<file path="src/rtl/sfifo_pkg.sv">
package sfifo_pkg;
  localparam int SAMPLE_W = 16;
  localparam int BUS_W    = 32;
  localparam int STAT_W   = 7;
  localparam int F_WM     = 3;
  localparam int F_ROV    = 4;
  localparam int F_CMP    = 5;
  localparam int F_ERR    = 6;
  localparam int NFLAGS   = 4;
endpackage

</file>
<file path="src/rtl/sfifo_rst_sync.sv">
module sfifo_rst_sync (
  input  logic clk,
  input  logic rst_n,
  output logic rst_sync_n
);
  logic [1:0] sync_q;

  always_ff @(posedge clk or negedge rst_n) begin
    if (!rst_n) sync_q <= 2'b00;
    else        sync_q <= {sync_q[0], 1'b1};
  end

  assign rst_sync_n = sync_q[1];
endmodule

</file>
<file path="src/rtl/sfifo_shaper.sv">
module sfifo_shaper #(
  parameter int DW = 16
) (
  input  logic [2*DW-1:0] bus_word,
  input  logic            hw_sel,
  input  logic            byte_rev,
  output logic [DW-1:0]   sample
);
  localparam int NBYTES = DW / 8;

  logic [DW-1:0] half;
  logic [DW-1:0] rev;

  assign half = hw_sel ? bus_word[2*DW-1:DW] : bus_word[DW-1:0];

  for (genvar b = 0; b < NBYTES; b++) begin : g_rev
    assign rev[8*b +: 8] = half[8*(NBYTES-1-b) +: 8];
  end

  assign sample = byte_rev ? rev : half;
endmodule

</file>
<file path="src/rtl/sfifo_store.sv">
module sfifo_store #(
  parameter int DW    = 16,
  parameter int DEPTH = 4,
  parameter int LVL_W = $clog2(DEPTH + 1)
) (
  input  logic             clk,
  input  logic             rst_n,
  input  logic             push,
  input  logic             pop,
  input  logic [DW-1:0]    din,
  output logic [DW-1:0]    dout,
  output logic [LVL_W-1:0] level,
  output logic             full,
  output logic             empty
);
  localparam int PTR_W = (DEPTH > 1) ? $clog2(DEPTH) : 1;
  localparam logic [PTR_W-1:0] PTR_LAST = PTR_W'(DEPTH - 1);

  logic [DW-1:0]    mem [DEPTH];
  logic [PTR_W-1:0] wr_ptr_q, wr_ptr_d;
  logic [PTR_W-1:0] rd_ptr_q, rd_ptr_d;
  logic [LVL_W-1:0] level_q, level_d;
  logic             push_ok, pop_ok, upd_en;

  assign full    = (level_q == LVL_W'(DEPTH));
  assign empty   = (level_q == '0);
  assign push_ok = push && !full;
  assign pop_ok  = pop && !empty;
  assign upd_en  = push_ok || pop_ok;

  always_comb begin
    wr_ptr_d = wr_ptr_q;
    rd_ptr_d = rd_ptr_q;
    level_d  = level_q;
    if (push_ok) wr_ptr_d = (wr_ptr_q == PTR_LAST) ? '0 : wr_ptr_q + 1'b1;
    if (pop_ok)  rd_ptr_d = (rd_ptr_q == PTR_LAST) ? '0 : rd_ptr_q + 1'b1;
    if (push_ok && !pop_ok)      level_d = level_q + 1'b1;
    else if (pop_ok && !push_ok) level_d = level_q - 1'b1;
  end

  always_ff @(posedge clk or negedge rst_n) begin
    if (!rst_n) begin
      wr_ptr_q <= '0;
      rd_ptr_q <= '0;
      level_q  <= '0;
    end else if (upd_en) begin
      wr_ptr_q <= wr_ptr_d;
      rd_ptr_q <= rd_ptr_d;
      level_q  <= level_d;
    end
  end

  always_ff @(posedge clk) begin
    if (push_ok) mem[wr_ptr_q] <= din;
  end

  assign dout  = empty ? '0 : mem[rd_ptr_q];
  assign level = level_q;

  a_r2_level_bound: assert property (@(posedge clk) disable iff (!rst_n)
    level_q <= LVL_W'(DEPTH));
  a_r5_full_write_dropped: assert property (@(posedge clk) disable iff (!rst_n)
    (push && full && !pop) |=> (full && $stable(dout)));
  a_r10_count_hold: assert property (@(posedge clk) disable iff (!rst_n)
    (push && pop && !full && !empty) |=> (level_q == $past(level_q)));
  a_r11_empty_pop: assert property (@(posedge clk) disable iff (!rst_n)
    (pop && empty && !push) |=> empty);
endmodule

</file>
<file path="src/rtl/sfifo_flags.sv">
module sfifo_flags
  import sfifo_pkg::*;
#(
  parameter int DEPTH = 4,
  parameter int LVL_W = $clog2(DEPTH + 1),
  parameter int WM_W  = 2
) (
  input  logic              clk,
  input  logic              rst_n,
  input  logic [LVL_W-1:0]  level,
  input  logic [WM_W-1:0]   wmark,
  input  logic              wr_full,
  input  logic              rov_evt,
  input  logic              cmp_evt,
  input  logic              st_wr,
  input  logic [STAT_W-1:0] st_mask,
  output logic [STAT_W-1:0] status
);
  localparam int CW = (LVL_W > WM_W ? LVL_W : WM_W) + 1;

  logic [NFLAGS-1:0] flag_q, flag_d, set_v, clr_v;
  logic [CW-1:0]     free_slots, need_slots;
  logic              wm_cond;

  assign free_slots = CW'(DEPTH) - CW'(level);
  assign need_slots = CW'(wmark) + 1'b1;
  assign wm_cond    = free_slots >= need_slots;

  assign set_v = {wr_full, cmp_evt, rov_evt, wm_cond};

  for (genvar k = 0; k < NFLAGS; k++) begin : g_flag
    assign clr_v[k]  = st_wr && st_mask[F_WM + k];
    assign flag_d[k] = set_v[k] || (flag_q[k] && !clr_v[k]);
  end

  always_ff @(posedge clk or negedge rst_n) begin
    if (!rst_n) flag_q <= '0;
    else        flag_q <= flag_d;
  end

  assign status = {flag_q, level};

  a_r7_wm_sets: assert property (@(posedge clk) disable iff (!rst_n)
    wm_cond |=> status[F_WM]);
  a_r6_err_sets: assert property (@(posedge clk) disable iff (!rst_n)
    wr_full |=> status[F_ERR]);
  a_r8_rov_sets: assert property (@(posedge clk) disable iff (!rst_n)
    rov_evt |=> status[F_ROV]);
  a_r9_err_clears: assert property (@(posedge clk) disable iff (!rst_n)
    (st_wr && st_mask[F_ERR] && !wr_full) |=> !status[F_ERR]);
  a_r9_err_sticky: assert property (@(posedge clk) disable iff (!rst_n)
    (status[F_ERR] && !(st_wr && st_mask[F_ERR])) |=> status[F_ERR]);
endmodule

</file>
<file path="src/rtl/pwm_sample_fifo.sv">
module pwm_sample_fifo
  import sfifo_pkg::*;
#(
  parameter int DEPTH = 4,
  parameter int WM_W  = 2
) (
  input  logic                clk,
  input  logic                rst_n,
  input  logic                wr_en,
  input  logic [BUS_W-1:0]    wr_data,
  input  logic                hw_sel,
  input  logic                byte_rev,
  input  logic [WM_W-1:0]     wmark,
  input  logic                pop,
  input  logic                rov_evt,
  input  logic                cmp_evt,
  input  logic                st_wr,
  input  logic [STAT_W-1:0]   st_mask,
  output logic [SAMPLE_W-1:0] sample_out,
  output logic [STAT_W-1:0]   status
);
  localparam int LVL_W = $clog2(DEPTH + 1);

  logic                rst_int_n;
  logic [SAMPLE_W-1:0] shaped;
  logic [LVL_W-1:0]    level;
  logic                full, empty;

  sfifo_rst_sync u_rst (
    .clk        (clk),
    .rst_n      (rst_n),
    .rst_sync_n (rst_int_n)
  );

  sfifo_shaper #(.DW(SAMPLE_W)) u_shape (
    .bus_word (wr_data),
    .hw_sel   (hw_sel),
    .byte_rev (byte_rev),
    .sample   (shaped)
  );

  sfifo_store #(.DW(SAMPLE_W), .DEPTH(DEPTH), .LVL_W(LVL_W)) u_store (
    .clk   (clk),
    .rst_n (rst_int_n),
    .push  (wr_en),
    .pop   (pop),
    .din   (shaped),
    .dout  (sample_out),
    .level (level),
    .full  (full),
    .empty (empty)
  );

  sfifo_flags #(.DEPTH(DEPTH), .LVL_W(LVL_W), .WM_W(WM_W)) u_flags (
    .clk     (clk),
    .rst_n   (rst_int_n),
    .level   (level),
    .wmark   (wmark),
    .wr_full (wr_en && full),
    .rov_evt (rov_evt),
    .cmp_evt (cmp_evt),
    .st_wr   (st_wr),
    .st_mask (st_mask),
    .status  (status)
  );

  a_r1_reset_quiet: assert property (@(posedge clk) !rst_int_n |=> (status == '0 || !rst_int_n));
endmodule

</file>
<file path="config.mk">
export PLATFORM = sky130hd
export DESIGN_NAME = pwm_sample_fifo
export DESIGN_NICKNAME = d
export VERILOG_FILES = /design/src/rtl/sfifo_pkg.sv /design/src/rtl/sfifo_rst_sync.sv /design/src/rtl/sfifo_shaper.sv /design/src/rtl/sfifo_store.sv /design/src/rtl/sfifo_flags.sv /design/src/rtl/pwm_sample_fifo.sv
export SDC_FILE = /design/constraint.sdc
export NUM_CORES = 1
export LEC_CHECK = 0
export ABC_CLOCK_PERIOD_IN_PS = 3000
export CORE_AREA = 3 3 78 80
export CTS_CLUSTER_DIAMETER = 120
export DETAILED_ROUTE_END_ITERATION = 10
export DIE_AREA = 0 0 81 83
export DONT_BUFFER_PORTS = 1
export GPL_ROUTABILITY_DRIVEN = 0
export PLACE_DENSITY = 0.92
export SLEW_MARGIN = 20
export SYNTH_ARGS = -nofsm -noshare
export SYNTH_HDL_FRONTEND = slang
export SYNTH_SLANG_ARGS = --single-unit
</file>
<file path="constraint.sdc">
create_clock -name clk -period 3 [get_ports clk]
set_input_delay 0.6 -clock clk [delete_from_list [all_inputs] [get_ports clk]]
set_output_delay 0.6 -clock clk [all_outputs]
set_load 0.1 [all_outputs]
</file>
; ---- Yosys cells after proc, flatten, opt, wreduce, memory -nomap -nowiden
; Memories as Yosys holds them, arrays and structs flattened.
; Index checks and enable logic that the tools add are counted.
[op_classes]
n_eq_ne = 3
muxes = 9
reduce_logical = 31
addsub = 6
magnitude_cmp = 1
[op_table]
columns = op, count
row1 = $mux 16, 3
row2 = $logic_and 1x1->1, 13
row3 = $logic_not 1->1, 8
row4 = $mux 3, 2
row5 = $reduce_and 2->1, 3
row6 = $logic_or 1x1->1, 5
row7 = $add 2x1->2 const B, 2
row8 = $eq 2x2->1 const B, 2
row9 = $ge 4x4->1, 1
row10 = $mux 2, 2
row11 = $sub 3x3->4 const A, 1
row12 = $add 2x1->3 const B, 1
row13 = $add 3x1->3 const B, 1
row14 = $eq 3x3->1 const B, 1
row15 = $logic_not 3->1, 1
row16 = $sub 3x1->3 const B, 1
row17 = $mux 1, 2
row18 = $reduce_bool 2->1, 1
[totals]
mem_bits_rw = 64
input_bits = 50
reg_bits = 13
mem_count = 1
output_inout_bits = 23
word_cells = 56
[mem_list]
columns = memory, depth, width, read_ports, rd_ports_with_merged_regs, write_ports, line_no
row1 = u_store.mem, 4, 16, 1, 0, 1, sfifo_store.sv:19  ; logic [DW-1:0] mem [DEPTH];

; ---- Depth between registers and ports, before layout
; Gate-level depths: netlist of the first run.
[depth]
depth_word = 7
mapped_depth = 11
ltp_nobuf = 11

; ---- Cells and area by module
; A second synthesis of the first run with hierarchy kept.
[hier_totals]
hier_cells = 193
hier_area_um2 = 3732.3
[modules_own_cells]
columns = mod, cells_per_inst, area_each_um2, seq_area_each_um2, instances
row1 = sfifo_store, 138, 2965.3, 2097.0, 1
row2 = sfifo_shaper, 20, 424.2, 0.0, 1
row3 = sfifo_flags, 31, 282.8, 100.1, 1
row4 = sfifo_rst_sync, 3, 53.8, 50.0, 1
row5 = pwm_sample_fifo, 1, 6.3, 0.0, 1

; ---- Worst setup path after synthesis of the first run
; OpenSTA, ideal clock, no wires.
[synth_path]
kind = flip-flop to output port
start = register u_store.level_q[0], in the netlist u_store.level[0]
end = output port sample_out[10]
arrival_time_ns = 3.208
slack_ns = -0.808
stages_incl_launch_ff = 6
t_required_ns = 2.400
n_path_buf = 1
path_cell_list = dfrtp_1 > inv_1 > ha_1 > ha_1 > clkbuf_1 > nor2b_1
[synth_between]
elab_chain_cells = 2
[synth_rtl]
columns = element, line_no
row1 = from (decl), sfifo_store.sv:22  ; logic [LVL_W-1:0] level_q, level_d;
row2 = from (signal assigned), sfifo_store.sv:49  ; level_q <= level_d;
row3 = $logic_not 3->1, sfifo_store.sv:26  ; assign empty = (level_q == '0);
row4 = $mux 16, sfifo_store.sv:57  ; assign dout = empty ? '0 : mem[rd_ptr_q];
row5 = to (decl), pwm_sample_fifo.sv:19  ; output logic [SAMPLE_W-1:0] sample_out,
; Every way passes these cells.

; ---- Worst setup path in the final report of the first run
[layout_path]
start = register u_store.rd_ptr_q[1]
end = output port sample_out[2]
[layout_between]
elab_chain_cells = 2
[layout_rtl]
columns = element, line_no
row1 = from (decl), sfifo_store.sv:21  ; logic [PTR_W-1:0] rd_ptr_q, rd_ptr_d;
row2 = from (signal assigned), sfifo_store.sv:48  ; rd_ptr_q <= rd_ptr_d;
row3 = $mem_v2 4x16, -
row4 = $mux 16, sfifo_store.sv:57
; Every way passes these cells.

==> metrics.csv, run 1 <==
metric;value;unit
Tmin final;2.59;ns
core area;5470;um2
Die Area;6720;um2
post-route ant nets;0;
Via density;6.19;
Slowest-stage cell, CP;dfrtp_1;
Worst setup EP type;primary output;
Detailed Place HPWL;4.81;mm
final hold vios;0;
Rows;27;
status;complete, no violations;
Post-Syn Instances;193;
Initial Util;65.0;%
Bufs and invs on worst path;1;
Vias;1814;
area delta synth->final;18.9;%
CTS buffer count;9;
cell family with most CP delay;flip-flops;
syn_nets;257;
Adder-Cell Fraction of Synth Area;5.14;%
CP Cell Sequence;mux4_2 -> nor2b_2 -> buf_12;
post-synthesis sequential element count;77;
Port-buffer cells;0;
max incr delay on CP;0.85;ns
RSZ-0062 raised after global routing;no;
type of origin of the critical path;flop;
largest family of logic cells by synthesized area;multiplexers;
number of global-route vias before repair;2054;
# IOs;73;
Clock Tree Buf Depth;2;
Max-Cap Viols;0;
max-slew headroom at the worst pin;39.6;%
CP Data Arrival Time;1.99;ns
later-pin clock latency in the skew report;0.34;ns
setup TNS;0;ns
CTS Root Cell;clkbuf_8;
Post-Syn Area;3550;um2
Avg Cell Area, Syn;18.4;um2
Die X-Extent;81;um
Hold Crit Class;flop to asynchronous set/reset pin;
total gr overflow;0;
most common cell after layout, fill and taps aside;edfxtp_1;
WP data required;2.40;ns
clock net sink count;77;
Synth Area in XOR/XNOR;0.739;%
Total GRT Usage;21.5;%
sequential-to-total area share from yosys stat;63.2;%
DRT Pass-1 Iters;4;
layout cell share with drive strength beyond 1;39.4;%
multiplexer area fraction after synthesis;21.2;%
clock skew;0.00683;ns
DR iter-0 viols;109;
Die Height;83;um
# diodes;0;
first-pass GRT wire length;10.3;mm
antenna violations before repair;0;
final worst-path cycle share;86.2;%
most frequent cells in the layout;edfxtp_1 (64), mux4_2 (32), buf_12 (16);
Unique masters post-synth;24;
final wirelength;6.57;mm
critical setup path kind;flop to primary output;
DRC viols;0;
Compound-Gate Fraction of Synth Area;1.58;%
Synth Warn #;0;
Final Max Tran Viols;0;
H-tree depth;3;
Worst Tran Pin Value;0.905;ns
Post-Synth Simple-Gate Area;5.00;%
drt wl/cell;22.4;um
CTS tree;yes;
fmax;387;MHz
largest net degree at the start of global routing;20;
CTS clock-pin slew for the worst setup and hold paths;0.07;ns
crit path max fanout;18;
NumNets Final;281;
Post-CTS Setup Inserts;0;
Finish-stage setup viols;0;
final cells by class:
| class | count | area (um2) |
|---|---|---|
| fillers | 306 | 1250 |
| clock inverters | 2 | 35.0 |
| clock buffers | 13 | 139 |
| repair buffers | 23 | 375 |
| inverters | 12 | 45.0 |
| flip-flops and latches | 77 | 2250 |
| multi-input cells | 94 | 1290 |
| well taps | 72 | 90.1 |
timing repair:
action	in CTS	in global routing
hold buffers	1	0
hold endpoints to repair	2	0
resized for setup	0	0
Yosys cell counts:
cell type / number / area (um2)
buf_2: 4 / 20.0
buf_6: 2 / 22.5
nor2b_1: 18 / 113
buf_4: 1 / 7.51
inv_1: 12 / 45.0
a22o_1: 1 / 8.76
a21o_1: 2 / 15.0
clkbuf_1: 3 / 11.3
conb_1: 1 / 3.75
nand2_1: 6 / 22.5
dfrtp_1: 13 / 325
ha_1: 13 / 163
o211ai_1: 1 / 7.51
xor2_1: 1 / 8.76
mux4_2: 32 / 721
fa_1: 1 / 20.0
a21oi_1: 2 / 10.0
xnor2_1: 2 / 17.5
edfxtp_1: 64 / 1920
nor2_1: 3 / 11.3
nand2b_1: 1 / 6.26
o21ai_0: 3 / 15.0
and2_1: 4 / 25.0
mux2_2: 3 / 33.8
metal layers:
layer,GRT usage [%],vias up,part of all wire (%)
li1,-,789,-
met1,26.0,923,38
met2,35.3,89,52
met3,6.83,13,8.0
met4,9.06,0,1.9
met5,0,-,0
kinds of logic after synthesis:
group                      count (synthesis)
AOI/OAI and AO/OA                          9
xor gates and xnor gates                   3
adders and majority gates                 14
buffers and inverters                     22
DFF                                       77
muxes                                     35
other                                      1
and+or+nand+nor                           32
per-stage QoR:
stage                     setup WS, ns  cell area, um2  hold slack (ns)  util [%]  instances
after floorplan                 0.0951            3650            0.134         -        193
after global placement           0.671            4040            0.170      73.9        277
after detailed placement         0.467            4040            0.184      73.9        277
after CTS                        0.369            4230            0.190      77.2        293
after global routing             0.256            4230            0.228      77.2        293
final                            0.413            4230            0.180      77.2        293
final timing paths:
check                                     from                   to  slack, ns  cells past startpoint
max in group asynchronous                rst_n      u_rst.sync_q[0]       2.37                      1
max                        u_store.rd_ptr_q[1]        sample_out[2]       0.41                      3
min in group clk               u_rst.sync_q[0]      u_rst.sync_q[1]       0.36                      0
min                            u_rst.sync_q[1]  u_store.rd_ptr_q[1]       0.18                      0
min reg2reg                    u_rst.sync_q[1]  u_store.rd_ptr_q[1]       0.18                      0
max reg2reg                   u_store.level[0]     u_store.level[2]       0.44                     10
registers in the layout, summed over array words and instances (netlist names):
| signal | flops |
|---|---|
| u_store.wr_ptr_q | 2 |
| u_rst.sync_q | 2 |
| u_store.level | 3 |
| u_flags.flag_q | 4 |
| u_store.mem | 64 |
| u_store.rd_ptr_q | 2 |
Power of run 1 is not shown: default switching activity piles up to over one toggle a cycle in this logic, so the estimate is an artifact.
==> run 2, diff against run 1 <==
--- a/config.mk
+++ b/config.mk
@@ -5,11 +5,12 @@
 export SDC_FILE = /design/constraint.sdc
 export NUM_CORES = 1
 export LEC_CHECK = 0
+export ABC_AREA = 1
 export ABC_CLOCK_PERIOD_IN_PS = 3000
-export CORE_AREA = 3 3 78 80
+export CORE_AREA = 3 3 83 85
 export CTS_CLUSTER_DIAMETER = 120
 export DETAILED_ROUTE_END_ITERATION = 10
-export DIE_AREA = 0 0 81 83
+export DIE_AREA = 0 0 86 88
 export DONT_BUFFER_PORTS = 1
 export GPL_ROUTABILITY_DRIVEN = 0
 export PLACE_DENSITY = 0.92
==> run 2 against run 1 <==
Critical path depth up 3. Register-to-register slack better by 0.26 ns. Clock-buffer cell count down 4. Non-clock buffer count up 4. Via count up 52%. Sequential cell count unchanged. Wire length up 27%. Hold slack better by 0.0050 ns. Global-route usage up 2.0 points. Sequential share of layout area down 5.2 points. Largest cell class unchanged.
==> metrics.csv, run 2 <==
metric;value;unit;change
status;complete, no violations;;
# fillers;372;;+22%
top cell type's share of synthesized area;47.6;%;-6.5 points
CTS buffer count;9;;unchanged
crit path max fanout;35;;+17
clock skew;0.0128;ns;+0.00597 ns
Rows;29;;+7.4%
most frequent cells in the layout;inv_1 (102), nand2_1 (87), edfxtp_1 (64);;
NumNets Final;497;;+77%
# diodes;0;;unchanged
drt wl/cell;16.2;um;-28%
r2r setup slk;0.70;ns;+0.26 ns
Post-synth top cells;inv_1 (102), nand2_1 (87), edfxtp_1 (64);;
largest net degree at the start of global routing;36;;+80%
Total GRT Usage;23.5;%;+2.0 points
dpl cells;498;;+80%
DR iter-0 viols;156;;+43%
antenna violations before repair;0;;unchanged
CTS tree;yes;;
Vias;2754;;+52%
CP Launch Point;u_store.rd_ptr_q[0];;
count leader, synth;inv_1;;
Via density;5.35;;-14%
Reg area;2250;um2;about the same
# IOs;73;;unchanged
area delta synth->final;16.0;%;
type of origin of the critical path;flop;;
RSZ-0062 raised after global routing;no;;
layout cell share with drive strength beyond 1;18.7;%;-21 points
non-filler cells, final;515;;+76%
Max-Cap Viols;0;;unchanged
final worst-path cycle share;86.1;%;-0.16 points
most common cell after layout, fill and taps aside;inv_1;;
Die X-Extent;86;um;+6.2%
ys async rst share;16.9;%;unchanged
ys flop type;edfxtp_1;;
Synth area leaders;edfxtp_1 (48%), inv_1 (9.5%), nand2_1 (8.1%), dfrtp_1 (8.1%), ha_1 (4.0%);;
Clock Tree Buf Depth;2;;unchanged
CP Data Arrival Time;1.98;ns;about the same
max-slew headroom at the worst pin;40.1;%;+0.42 points
CTS Root Cell;clkbuf_8;;
Avg Cell Area, Syn;9.80;um2;-47%
setup TNS;0;ns;unchanged
Initial Util;64.3;%;-0.65 points
core area;6280;um2;+15%
Post-Syn Instances;412;;+110%
final wirelength;8.33;mm;+27%
Finish-stage setup viols;0;;unchanged
Hold Crit Class;flop to asynchronous set/reset pin;;
first-pass GRT wire length;13.3;mm;+29%
clock net sink count;77;;unchanged
Worst setup EP type;primary output;;
sequential-to-total area share from yosys stat;55.7;%;-7.5 points
post-synthesis sequential element count;77;;unchanged
worst r2r src;u_store.level[0];;
DRT Pass-1 Iters;4;;unchanged
Final Max Tran Viols;0;;unchanged
final hold vios;0;;unchanged
Die Area;7570;um2;+13%
post-CTS sizing;0;;unchanged
WP data required;2.40;ns;about the same
CTS clock-pin slew for the worst setup and hold paths;0.09;ns;+0.02 ns
later-pin clock latency in the skew report;0.36;ns;+0.02 ns
Post-synth EDFFs;64;;unchanged
post-synth top area cell;edfxtp_1;;
H-tree depth;3;;unchanged
post-route ant nets;0;;unchanged
DRC viols;0;;unchanged
Port-buffer cells;0;;unchanged
Die Height;88;um;+6.0%
pre-CTS setup slack;0.760;ns;+0.293 ns
Worst Tran Pin Value;0.899;ns;-0.00637 ns
Unique masters post-synth;25;;+4.2%
Post-Syn Area;4040;um2;+14%
Detailed Place HPWL;5.84;mm;+21%
final hold slack;0.185;ns;+0.00502 ns
critical setup path kind;flop to primary output;;
total gr overflow;0;;unchanged
number of global-route vias before repair;2913;;+42%
max reg flops;64;;unchanged
multi-input combinational cell area;1360;um2;+5.1%
Synth Warn #;0;;unchanged
Tmin final;2.58;ns;-0.00467 ns
fmax;387;MHz;+0.18%
Biggest register;u_store.mem;;
Worst Slack Setup Final;0.418;ns;+0.00467 ns
syn_nets;476;;+85%
[run 2: cell types whose count changed after synthesis, sizes merged, moves of 10 or more]
cell,before,now
mux2i,0,16
a21oi,2,16
nor2b,18,0
inv,12,104
o21ai,3,23
nand2,6,97
nand3,0,34
mux4,32,0
buf,7,17
[run 2: what timing repair did]
action | CTS | global route
hold buffers | 1 | 0
endpoints found under the hold margin | 2 | 0
setup buffers | 0 | 0
[run 2: worst max-delay path, cell delays in order, from the launching register on]
cell	delay, ns
dfrtp_1	0.33
buf_4	0.35
inv_4	0.25
nand2_1	0.12
nand3_1	0.09
a21oi_2	0.27
buf_12	0.21
[run 2: worst paths after layout]
check,endpoint,cells past startpoint
worst max-delay path,sample_out[3],6
worst min-delay path,u_store.level[2],0
min in group clk,u_flags.flag_q[2],1
worst max register to register,u_store.mem[2][8],7
max in group asynchronous,u_rst.sync_q[1],1
worst min register to register,u_store.level[2],0
[run 2: cells by family after synthesis]
family	after synthesis	synth area share, %
simple gates	140	16.1
buf+inv	121	13.1
flops	77	55.7
compound gates	42	6.35
mux	16	3.97
fa+ha+maj	14	4.53
other cells	1	0.0929
xor+xnor	1	0.217
[run 2: cell type report]
cell class	instances	area share, %
clock buffer	9	2.64
clock inverter	7	1.07
inverter	104	8.55
multi-input combinational	214	29.0
sequential	77	48.0
tap	77	2.06
timing repair buffer	27	8.66
[run 2: routing by layer]
metal | vias up | wire length [um] | global-route usage (%)
met5 | - | 0 | 0
met4 | 0 | 199 | 11.8
met3 | 23 | 526 | 5.36
met2 | 116 | 4500 | 42.8
met1 | 1280 | 3100 | 25.7
li1 | 1335 | - | -
[run 2: metrics by stage]
stage | cell area [um2] | util (%)
floorplan | 4140 | -
global placement | 4500 | 71.7
detailed placement | 4500 | 71.7
CTS | 4680 | 74.6
global route | 4680 | 74.6
finish | 4680 | 74.6
Power of run 2 is left out for the same reason.
